==> src/rtl/adc_ctrl_pkg.sv <==
package adc_ctrl_pkg;
    localparam int BUS_W      = 32;
    localparam int ADDR_W     = 4;
    localparam int RES_W      = 10;
    localparam int DIV_W      = 8;
    localparam int CH_W       = 3;
    localparam int CONV_TICKS = 12;

    localparam logic [ADDR_W-1:0] OFS_CTRL = 4'h0;
    localparam logic [ADDR_W-1:0] OFS_DATA = 4'h4;

    localparam int B_CH_LO = 24;
    localparam int B_IE    = 21;
    localparam int B_REF   = 19;
    localparam int B_ST    = 18;
    localparam int B_EN    = 17;
    localparam int B_RST   = 16;
    localparam int B_GO    = 13;
    localparam int B_DV_LO = 1;

    typedef struct packed {
        logic [CH_W-1:0]  chan;
        logic [CH_W-1:0]  cur_ch;
        logic             ie;
        logic             refsel;
        logic             st;
        logic             en;
        logic [DIV_W-1:0] div;
        logic [RES_W-1:0] data;
    } regs_t;
endpackage

==> src/rtl/adc_tick_gen.sv <==
module adc_tick_gen #(
    parameter int DIV_W = 8
) (
    input  logic             clk,
    input  logic             rst_n,
    input  logic             run_i,
    input  logic [DIV_W-1:0] div_i,
    output logic             tick_o
);
    localparam int CNT_W = DIV_W + 1;

    logic [CNT_W-1:0] cnt_d, cnt_q;
    logic [CNT_W-1:0] lim;

    // period 2*(div+1): count 0 .. 2*div+1
    assign lim = {div_i, 1'b1};

    always_comb begin
        cnt_d  = cnt_q;
        tick_o = 1'b0;
        if (!run_i) begin
            cnt_d = '0;
        end else if (cnt_q == lim) begin
            cnt_d  = '0;
            tick_o = 1'b1;
        end else begin
            cnt_d = cnt_q + 1'b1;
        end
    end

    always_ff @(posedge clk or negedge rst_n) begin
        if (!rst_n) cnt_q <= '0;
        else        cnt_q <= cnt_d;
    end


    tick_spacing_chk: assert property (@(posedge clk) disable iff (!rst_n)
        tick_o |=> !tick_o);
endmodule

==> src/rtl/adc_conv_seq.sv <==
module adc_conv_seq #(
    parameter int CONV_TICKS = 12
) (
    input  logic clk,
    input  logic rst_n,
    input  logic start_i,
    input  logic abort_i,
    input  logic tick_i,
    output logic busy_o,
    output logic take_o
);
    localparam int TC_W = $clog2(CONV_TICKS);
    localparam logic [TC_W-1:0] LAST = TC_W'(CONV_TICKS - 1);

    typedef struct packed {
        logic            busy;
        logic [TC_W-1:0] tcnt;
    } seq_t;

    seq_t s_d, s_q;

    always_comb begin
        s_d    = s_q;
        take_o = 1'b0;
        if (abort_i) begin
            s_d.busy = 1'b0;
            s_d.tcnt = '0;
        end else if (s_q.busy) begin
            if (tick_i) begin
                if (s_q.tcnt == LAST) begin
                    take_o   = 1'b1;
                    s_d.busy = 1'b0;
                    s_d.tcnt = '0;
                end else begin
                    s_d.tcnt = s_q.tcnt + 1'b1;
                end
            end
        end else if (start_i) begin
            s_d.busy = 1'b1;
            s_d.tcnt = '0;
        end
    end

    always_ff @(posedge clk or negedge rst_n) begin
        if (!rst_n) s_q <= '0;
        else        s_q <= s_d;
    end

    assign busy_o = s_q.busy;


    start_busy_chk: assert property (@(posedge clk) disable iff (!rst_n)
        (start_i && !busy_o && !abort_i) |=> busy_o);

    take_pulse_chk: assert property (@(posedge clk) disable iff (!rst_n)
        take_o |=> (!take_o && !busy_o));

    abort_idle_chk: assert property (@(posedge clk) disable iff (!rst_n)
        abort_i |=> !busy_o);
endmodule

==> src/rtl/adc_conv_ctrl.sv <==
module adc_conv_ctrl
    import adc_ctrl_pkg::*;
(
    input  logic              clk,
    input  logic              rst_n,
    input  logic              bus_wr,
    input  logic [ADDR_W-1:0] bus_addr,
    input  logic [BUS_W-1:0]  bus_wdata,
    output logic [BUS_W-1:0]  bus_rdata,
    input  logic [RES_W-1:0]  smp_data_i,
    output logic [CH_W-1:0]   smp_chan_o,
    output logic              smp_take_o,
    output logic              irq_o
);
    regs_t r_d, r_q;
    logic  wr_ctrl, abort, start_acc, tick, busy, take;

    assign wr_ctrl   = bus_wr && (bus_addr == OFS_CTRL);
    assign abort     = wr_ctrl && bus_wdata[B_RST];
    assign start_acc = wr_ctrl && bus_wdata[B_GO] && bus_wdata[B_EN]
                       && !bus_wdata[B_RST] && !busy;

    adc_tick_gen #(.DIV_W(DIV_W)) u_tick (
        .clk    (clk),
        .rst_n  (rst_n),
        .run_i  (busy),
        .div_i  (r_q.div),
        .tick_o (tick)
    );

    adc_conv_seq #(.CONV_TICKS(CONV_TICKS)) u_seq (
        .clk     (clk),
        .rst_n   (rst_n),
        .start_i (start_acc),
        .abort_i (abort),
        .tick_i  (tick),
        .busy_o  (busy),
        .take_o  (take)
    );

    always_comb begin
        r_d = r_q;
        if (wr_ctrl && !bus_wdata[B_RST]) begin
            r_d.chan   = bus_wdata[B_CH_LO +: CH_W];
            r_d.ie     = bus_wdata[B_IE];
            r_d.refsel = bus_wdata[B_REF];
            r_d.en     = bus_wdata[B_EN];
            r_d.div    = bus_wdata[B_DV_LO +: DIV_W];
            if (bus_wdata[B_ST]) r_d.st = 1'b0;
        end
        if (start_acc) r_d.cur_ch = bus_wdata[B_CH_LO +: CH_W];
        if (take) begin
            r_d.st   = 1'b1;
            r_d.data = smp_data_i;
        end
        if (abort) begin
            r_d.st   = 1'b0;
            r_d.data = '0;
        end
    end

    always_ff @(posedge clk or negedge rst_n) begin
        if (!rst_n) r_q <= '0;
        else        r_q <= r_d;
    end

    always_comb begin
        bus_rdata = '0;
        if (bus_addr == OFS_CTRL) begin
            bus_rdata[B_CH_LO +: CH_W]  = r_q.chan;
            bus_rdata[B_IE]             = r_q.ie;
            bus_rdata[B_REF]            = r_q.refsel;
            bus_rdata[B_ST]             = r_q.st;
            bus_rdata[B_EN]             = r_q.en;
            bus_rdata[B_GO]             = busy;
            bus_rdata[B_DV_LO +: DIV_W] = r_q.div;
        end else if (bus_addr == OFS_DATA) begin
            bus_rdata[RES_W-1:0] = r_q.data;
        end
    end

    assign smp_chan_o = r_q.cur_ch;
    assign smp_take_o = take;
    assign irq_o      = r_q.st && r_q.ie;


    st_set_chk: assert property (@(posedge clk) disable iff (!rst_n)
        take |=> r_q.st);

    rst_clear_chk: assert property (@(posedge clk) disable iff (!rst_n)
        abort |=> (!r_q.st && r_q.data == '0 && !busy));

    no_en_start_chk: assert property (@(posedge clk) disable iff (!rst_n)
        (!busy && wr_ctrl && !bus_wdata[B_EN]) |=> !busy);

    irq_src_chk: assert property (@(posedge clk) disable iff (!rst_n)
        irq_o |-> (bus_addr != OFS_CTRL || (bus_rdata[B_ST] && bus_rdata[B_IE])));
endmodule

==> config.mk <==
export PLATFORM = sky130hd
export DESIGN_NAME = adc_conv_ctrl
export DESIGN_NICKNAME = d
export VERILOG_FILES = /design/src/rtl/adc_ctrl_pkg.sv /design/src/rtl/adc_tick_gen.sv /design/src/rtl/adc_conv_seq.sv /design/src/rtl/adc_conv_ctrl.sv
export SDC_FILE = /design/constraint.sdc
export NUM_CORES = 1
export LEC_CHECK = 0
export BUFFER_PORTS_ARGS = -buffer_cell sky130_fd_sc_hd__clkbuf_2
export CAP_MARGIN = 25
export CORE_UTILIZATION = 49
export DETAILED_ROUTE_END_ITERATION = 16
export HOLD_SLACK_MARGIN = 0.05
export PLACE_DENSITY = 0.8
export SYNTH_ARGS = -nofsm -noshare
export SYNTH_HDL_FRONTEND = slang
export SYNTH_HIERARCHICAL = 1
export SYNTH_SLANG_ARGS = --single-unit
==> constraint.sdc <==
create_clock -name clk -period 3.3 [get_ports clk]
set_input_delay 0.33 -clock clk [delete_from_list [all_inputs] [get_ports clk]]
set_output_delay 0.33 -clock clk [all_outputs]
set_load 0.02 [all_outputs]
==> summary.md, run 1 <==
| Metric | Value |
|---|---|
| Status | finished, final reports clean |
| Layout cell share with drive strength beyond 1 | a little under two fifths |
| Die area | ~4900 sq um |
| Worst Reg-to-Reg Cells | 8 |
| Wire length on met1 | 1920 microns |
| 1st-pass router iterations | 4 |
| Total grt overflow | 0 |
| # DRC | 0 |
| First DRT Iteration DRCs | 39 |
| Max-slew violations | 0 |
| Crit Path Class | reg -> out |
| Num CTS Buffers | 5 |
| Xor and xnor area share after synthesis | under 10% |
| Max Cap Viol | 0 |
| Worst path slowest cell | nor4_1 |
| Leakage power | 0.00134 uW |
| Register Area | around 1100 sq um |
| RD Place Congestion | 0.799 |
| Synth warnings | 6 |
| Clk sinks | 42 |
| Maximum root-to-sink buffer count | 2 |
| Post-synth top area share | between 40% and 50% |
| Least-Margin Pin Slew | approximately 0.89 ns |
| Crit path buf inv count | 1 |
| Reg power frac | between 50 and 60% |
| Footprint of the multi-input gates | 1090 sq um |
| Crit-path cells | xnor2_1, nand3_1, nor4_1, nand3b_1, nor2_1, clkbuf_2 |
| Vias in the first global route | ~1500 |
| DP HPWL | roughly 3200 microns |
| Simple-gate share of the synthesized area | between 15 and 20% |
| Routed wire per std cell | between 10 and 15 microns |
| Worst hold path type | in -> reg |
| Leading post-synthesis cells by cell area | dfrtp_1 46%, mux2_4 7.3%, buf_4 5.9%, mux2i_1 4.4%, xnor2_1 4.2% |
| Fin. Hold Viols | 0 |
| Die extent in y | 70.1 microns |
| NetSw | approximately 280 uW |
| Final wirelength | between 4000 and 5000 microns |
| Critical R2R Capture | r_q[5]$_DFFE_PN0P_ |
| Clock latency on the worst-skew pair | around 0.29 ns |
| ANT cells | 0 |
| Fmax | 0.365 GHz |
| Top Ports | 86 |
| Worst Skew | 0.00555 ns |
| Period utilisation layout | 83.1% |
| Initial antenna violation count | 0 |
| Clk slew on worst S/H paths | 0.08 ns |
| Seq cells post-synth | 42 |
| Site row count | 24 |
| Setup ws final | ~0.56 ns |
| Max stage delay on crit path | roughly 0.55 ns |
| Synth async-reset ratio | between 90% and 100% |
| Slew HR | 40.6% |
| Post-synthesis cell type count | 39 |
| Element type at the critical path end | output pin |
| Die width | 70.1 microns |
| DRT antenna net count | 0 |
| Setup bufs post-CTS | 0 |
| Met2 wire length | roughly 2000 microns |
| Worst r2r src | u_tick/cnt_q[3]$_DFF_PN0_ |
| Max FO, Critical Path | 6 |
| Top FF cell, synth | dfrtp_1 |
| Yosys top cell by area | dfrtp_1 |
| H-tree depth | 2 |
| Post-synthesis compound-gate area fraction | 6.60% |
| CP top delay family | simple AND/OR/NAND/NOR gates |
| Port Buffers | 56 |
| Minimum clock period | between 2 and 3 ns |
| Post-synth EDFFs | 0 |
| Arrival time of the worst setup path | 2.41 ns |
| Final setup violating endpoints | 0 |
| Met3 wire len | 130 microns |
| Core area | 4410 sq um |
| WHS Path Cells | 2 |
| Clock share of power | a little under a third |
| Setup TNS | 0 ns |
| Unrepaired setup endpoints after global routing | false |
| Root buf cell | clkbuf_8 |
| Startpoint Class | flop |
| CTS tree | yes |
| Initial Utilization | 51.5% |
| Avg Cell Area, Syn | ~12 sq um |
| # nets final | approximately 300 |
| GRT Util Overall | 18.6% |
| WP data required | 2.97 ns |
| Uppermost routed layer | met4 |
| Via count | 1538 |
| Area Growth Syn to Fin | 16.0% |
| Worst Hold End | r_q[14]$_DFFE_PN0P_ |
| Comb pwr share | ~15% |
| Synth Area in Adders | ~1.1% |
| Sw frac | 25.7% |
| Via density | a little over 5 |
| Largest family of logic cells by synthesized area | simple AND/OR/NAND/NOR gates |
| PwrDens | ~410 nW/um^2 |
| DP Worst Slack | 0.791 ns |
| Peak supply drop | roughly 260 uV |
| Multiplexer share of the synthesized area | 15.1% |
| Seq/Total Area, Yosys | a little under half |
| Hold path start | bus_wdata[5] |
| Global-route wire length before repair | 7230 microns |
| Internal reg-to-reg setup slack | roughly 0.76 ns |
| Internal Pwr Total | 811 uW |
| Mapped Cells | approximately 200 |
| Fillcell total | 370 |
| Synth Cell Area | around 2300 sq um |
| Largest net degree at the start of global routing | 26 |
how the worst max path moves through the flow:
| stage | startpoint | end | slack [ns] | depth (start not counted) |
|---|---|---|---|---|
| after floorplan | u_tick/cnt_q[2]$_DFF_PN0_ | r_q[1]$_DFFE_PN0P_ | 0.65 | 9 |
| after global placement | u_tick/cnt_q[3]$_DFF_PN0_ | r_q[5]$_DFFE_PN0P_ | 0.88 | 8 |
| after detailed placement | u_tick/cnt_q[3]$_DFF_PN0_ | r_q[2]$_DFFE_PN0P_ | 0.79 | 8 |
| after CTS | u_tick/cnt_q[3]$_DFF_PN0_ | smp_take_o | 0.53 | 6 |
| after global routing | u_tick/cnt_q[3]$_DFF_PN0_ | smp_take_o | 0.38 | 6 |
| final | u_tick/cnt_q[3]$_DFF_PN0_ | smp_take_o | 0.56 | 6 |
cell type report:
type | count | area share (%)
multi-input cells | 139 | 41.2
flip-flops and latches | 42 | 39.8
repair buffers | 61 | 12.6
clock buffers | 7 | 3.27
well taps | 52 | 2.47
inverters | 3 | 0.427
clock inverters | 1 | 0.190
flip-flops by register name, indices dropped and copies added, names as in the netlist:
signal / count
u_seq/busy_o: 1
u_seq/s_q: 4
smp_chan_o: 3
u_tick/cnt_q: 9
r_q: 25
power by group through the flow:
stage / clock (uW) / sequential, uW / combinational (uW)
after floorplan: 0 / 590 / 134
after global placement: 0 / 599 / 161
after detailed placement: 0 / 600 / 167
after CTS: 347 / 591 / 169
after global routing: 361 / 596 / 182
final: 334 / 591 / 167
Yosys cell counts, types with 4 or more instances:
library cell  count
dfrtp_1          42
nor2_1           25
buf_4            18
and2_1           11
mux2_4           11
xnor2_1          11
mux2i_1          10
a22o_1            9
mux2_2            7
nand3_1           6
nand2_1           5
xor2_1            4
stage by stage:
step	hold WS (ns)	utilization [%]	instances	cell area [sq um]	total power, uW
CTS	0.258	59.8	305	2640	1110
finish	0.265	59.8	305	2640	1090
detailed placement	0.313	57.5	296	2540	767
global placement	0.484	57.0	295	2520	760
floorplan	0.0344	-	208	2320	724
global route	0.261	59.8	305	2640	1140
cell families after synthesis:
group | after synthesis
AND/OR/NAND/NOR | 62
flip-flops | 42
multiplexers | 28
buffers and inverters | 27
AO/OA/AOI/OAI | 17
XOR/XNOR | 16
adder cells (fa/ha/maj) | 2
other | 1
layout by cell type, fill, tap and decap left out, types with 3 or more instances in the layout:
master / instances
clkbuf_8: 6
mux2_4: 11
mux2i_1: 10
clkbuf_2: 56
inv_1: 3
nand2_1: 5
nand3_1: 6
dfrtp_1: 42
buf_4: 3
xor2_1: 4
a22o_1: 9
xnor2_1: 11
nor2_1: 25
mux2_2: 7
conb_1: 14
and2_1: 11
what timing repair did:
action                     4_1_cts  5_1_grt
setup endpoints to repair        0        0
gates resized for setup          0        0
hold endpoints to repair        17        0
hold buffers                     1        0
per-layer routing:
layer,track usage (%),vias to the layer above
met4,7.78,0
li1,-,756
met1,24.4,729
met5,0,-
met2,30.2,45
met3,3.46,8
Power figures use the tool's default switching activity.
==> run 2: changes to the inputs <==
ABC_AREA = 1   (was unset)
PLACE_DENSITY = 0.79   (was 0.8)
clock period = 2.6 ns   (was 3.3 ns; I/O delays follow)
==> summary.md, run 2 <==
| Metric | Value |
|---|---|
| Count leader, synth | nand2_1 |
| Top Ports | 86 (unchanged) |
| Fmax | between 0.4 and 0.5 GHz |
| Mapped Cells | 299 (+53%) |
| Footprint of the multi-input gates | 1000 sq um (-7.6%) |
| Setup TNS | 0 ns (unchanged) |
| # DRC | 2 (+2) |
| DP HPWL | 3680 microns (+15%) |
| Fin. Hold Viols | 0 (unchanged) |
| CTS-repair resized insts | 0 (unchanged) |
| Most frequent CP cell | nand2_1 |
| Total grt overflow | 0 (unchanged) |
| Setup bufs post-CTS | 0 (unchanged) |
| Area Growth Syn to Fin | 15.0% |
| Clk sinks | 42 (unchanged) |
| H-tree depth | 2 (unchanged) |
| Worst path slowest cell | dfrtp_1 |
| Initial Utilization | 52.6% (+1.1 points) |
| Seq cells post-synth | 42 (unchanged) |
| Max stage delay on crit path | 0.45 ns (-0.10 ns) |
| Peak supply drop | 374 uV (+41%) |
| Commonest non-fill, non-tap cell in the layout | nand2_1 |
| First DRT Iteration DRCs | 107 (+170%) |
| Worst hold path type | in -> reg |
| Crit path buf inv count | 3 (+2) |
| Commonest cells post-synth | 67 x nand2_1, 49 x inv_1, 42 x dfrtp_1, 29 x o21ai_0, 25 x nand3_1 |
| Leading post-synthesis cells by cell area | dfrtp_1 45%, nand2_1 11%, inv_1 7.8%, o21ai_0 6.2%, buf_4 5.4% |
| Routed wire per std cell | 11.7 microns (-14%) |
| Die area | 5090 sq um (+3.4%) |
| Global-route wire length before repair | 8290 microns (+15%) |
| # nets final | 410 (+35%) |
| Startpoint Class | flop |
| Most frequent cells in the layout | 67 x nand2_1, 56 x clkbuf_2, 49 x inv_1 |
| Avg Cell Area, Syn | 7.88 sq um (-32%) |
| Failing checks | DRC |
| Met1 Track Usage GR | 25.5% (+1.1 points) |
| Synth Cell Area | 2350 sq um (+3.5%) |
| GRT Util Overall | 20.9% (+2.3 points) |
| Layout cell share with drive strength beyond 1 | 24.2% (-13 points) |
| 1st-pass router iterations | 10 (+6) |
| Unrepaired setup endpoints after global routing | false |
| PwrDens | 529 nW/um^2 (+28%) |
| Num CTS Buffers | 5 (unchanged) |
| Vias in the first global route | 1952 (+27%) |
| RD Place Congestion | 0.807 (+0.99%) |
| Worst Skew | 0.00267 ns (-0.00288 ns) |
| Max FO, Critical Path | 4 (-2) |
| ANT cells | 0 (unchanged) |
| WP data required | 2.34 ns (-0.63 ns) |
| Post-synth top area share | 44.6% (-1.6 points) |
| GRT Max-Usage Layer | met2 |
| Max Cap Viol | 0 (unchanged) |
| CP top delay family | simple AND/OR/NAND/NOR gates |
| Arrival time of the worst setup path | 2.14 ns (-0.27 ns) |
| Port Buffers | 56 (unchanged) |
| Seq/Total Area, Yosys | 44.6% (-1.6 points) |
| GR Util met3 | 5.49% (+2.0 points) |
| Pwr Total | 1430 uW (+31%) |
| Status | finished with violations |
| Post-Place Cells | 403 (+36%) |
| Root buf cell | clkbuf_8 |
| Synth async-reset ratio | 100% (unchanged) |
| Synth warnings | 6 (unchanged) |
| Max-slew violations | 0 (unchanged) |
| Fin cells | 411 (+35%) |
| Slew HR | 64.3% (+24 points) |
| Yosys top cell by area | dfrtp_1 |
| Clock latency on the worst-skew pair | 0.29 ns (about the same) |
| Top FF cell, synth | dfrtp_1 |
| Site row count | 24 (unchanged) |
| Final wirelength | 4800 microns (+15%) |
| Die extent in y | 71.3 microns (+1.7%) |
| Period utilisation layout | 92.2% |
| Post-synthesis cell type count | 28 (-28%) |
| Die width | 71.3 microns (+1.7%) |
| DRT antenna net count | 0 (unchanged) |
| GR Util met2 | 36.3% (+6.1 points) |
| Fillcell total | 414 (+12%) |
| Post-synth EDFFs | 0 (unchanged) |
| Least-Margin Pin Slew | 0.536 ns (-0.353 ns) |
| Leakage power | 0.00149 uW (+11%) |
| Largest registers | r_q: 25 flops, u_tick/cnt_q: 9 flops, u_seq/s_q: 4 flops |
| Element type at the critical path end | output pin |
| Crit Path Class | reg -> out |
| Register Area | 1050 sq um (unchanged) |
| Via density | 4.85 (-3.7%) |
| Via count | 1995 (+30%) |
| Crit-path cells | inv_1, nand2_1, nand2_1, nand2_1, nor2_1, nand3_2, nor2_1, nand2_2, clkinv_2, nand2_2, nor3_1, clkbuf_2 |
| Maximum root-to-sink buffer count | 2 (unchanged) |
| Most flops, register | r_q |
| Minimum clock period | about 2.4 ns |
| Initial antenna violation count | 0 (unchanged) |
| Largest net degree at the start of global routing | 25 (-3.8%) |
| Final setup violating endpoints | 0 (unchanged) |
| CTS tree | yes |
| Clk slew on worst S/H paths | 0.08 ns (about the same) |
| Core area | 4470 sq um (+1.4%) |
| Max FFs per register | 25 (unchanged) |
## run 2: changes by cell type after synthesis, sizes merged, moves of 3 or more
cell,change
inv,+46
nor3,+3
and2,-11
nand3,+23
nand2,+68
xnor2,-11
mux2,-18
o21ai,+31
mux2i,-10
nor2,+5
nand4,+4
a22o,-9
## run 2: repair_timing
action,CTS,global route
endpoints found under the setup margin,0,0
hold buffers,1,0
endpoints found under the hold margin,21,0
## run 2: worst paths after layout
path	from	to	slack, ns	cells after the start
max reg2reg	u_tick/cnt_q[3]$_DFF_PN0_	r_q[3]$_DFFE_PN0P_	0.31	14
max	u_tick/cnt_q[3]$_DFF_PN0_	smp_take_o	0.20	12
max in group asynchronous	rst_n	r_q[15]$_DFFE_PN0P_	1.45	3
min in group asynchronous	rst_n	r_q[21]$_DFFE_PN0P_	0.48	2
min	bus_wdata[1]	r_q[10]$_DFFE_PN0P_	0.17	3
min reg2reg	smp_chan_o[0]$_DFFE_PN0P_	smp_chan_o[0]$_DFFE_PN0P_	0.48	2
## run 2: through the flow
stage	worst slack [ns]	hold slack [ns]	utilization (%)	instance area, sq um
after detailed placement	0.377	0.269	58.6	2620
after global routing	0.00584	0.175	60.5	2710
final	0.203	0.168	60.5	2710
after floorplan	0.292	-0.0356	-	2400
after CTS	0.182	0.162	60.5	2710
after global placement	0.379	0.265	58.6	2620
## run 2: final cells by class
| class | instances | share of cell area, % |
|---|---|---|
| Sequential cell | 42 | 38.8 |
| Multi-Input combinational cell | 199 | 37.1 |
| Timing Repair Buffer | 61 | 11.8 |
| Inverter | 50 | 6.97 |
| Clock buffer | 5 | 2.54 |
| Tap cell | 52 | 2.40 |
| Clock inverter | 2 | 0.370 |
## run 2: metal layers
layer  wire length [microns]  up-vias
met5                       0        -
met4                      52        0
met3                     276        6
met2                    2330       59
met1                    2130      914
li1                        -     1016
## run 2: tightest hold or removal path, cell delays in order
cell and delay (ns):
clkbuf_2 0.08, nand2_1 0.04, nand2_1 0.05
## run 2: kinds of logic after synthesis
| family | synth area share (%) |
|---|---|
| other cells | 0.159 |
| fa+ha+maj | 1.06 |
| flops | 44.6 |
| buf+inv | 14.8 |
| simple gates | 29.3 |
| compound gates | 7.49 |
| xor+xnor | 2.60 |
## run 2: report_power, final
part | internal, uW | switching, uW
sequential | 740 | 49.4
combinational | 87.6 | 160
clock | 180 | 217
total | 1010 | 426
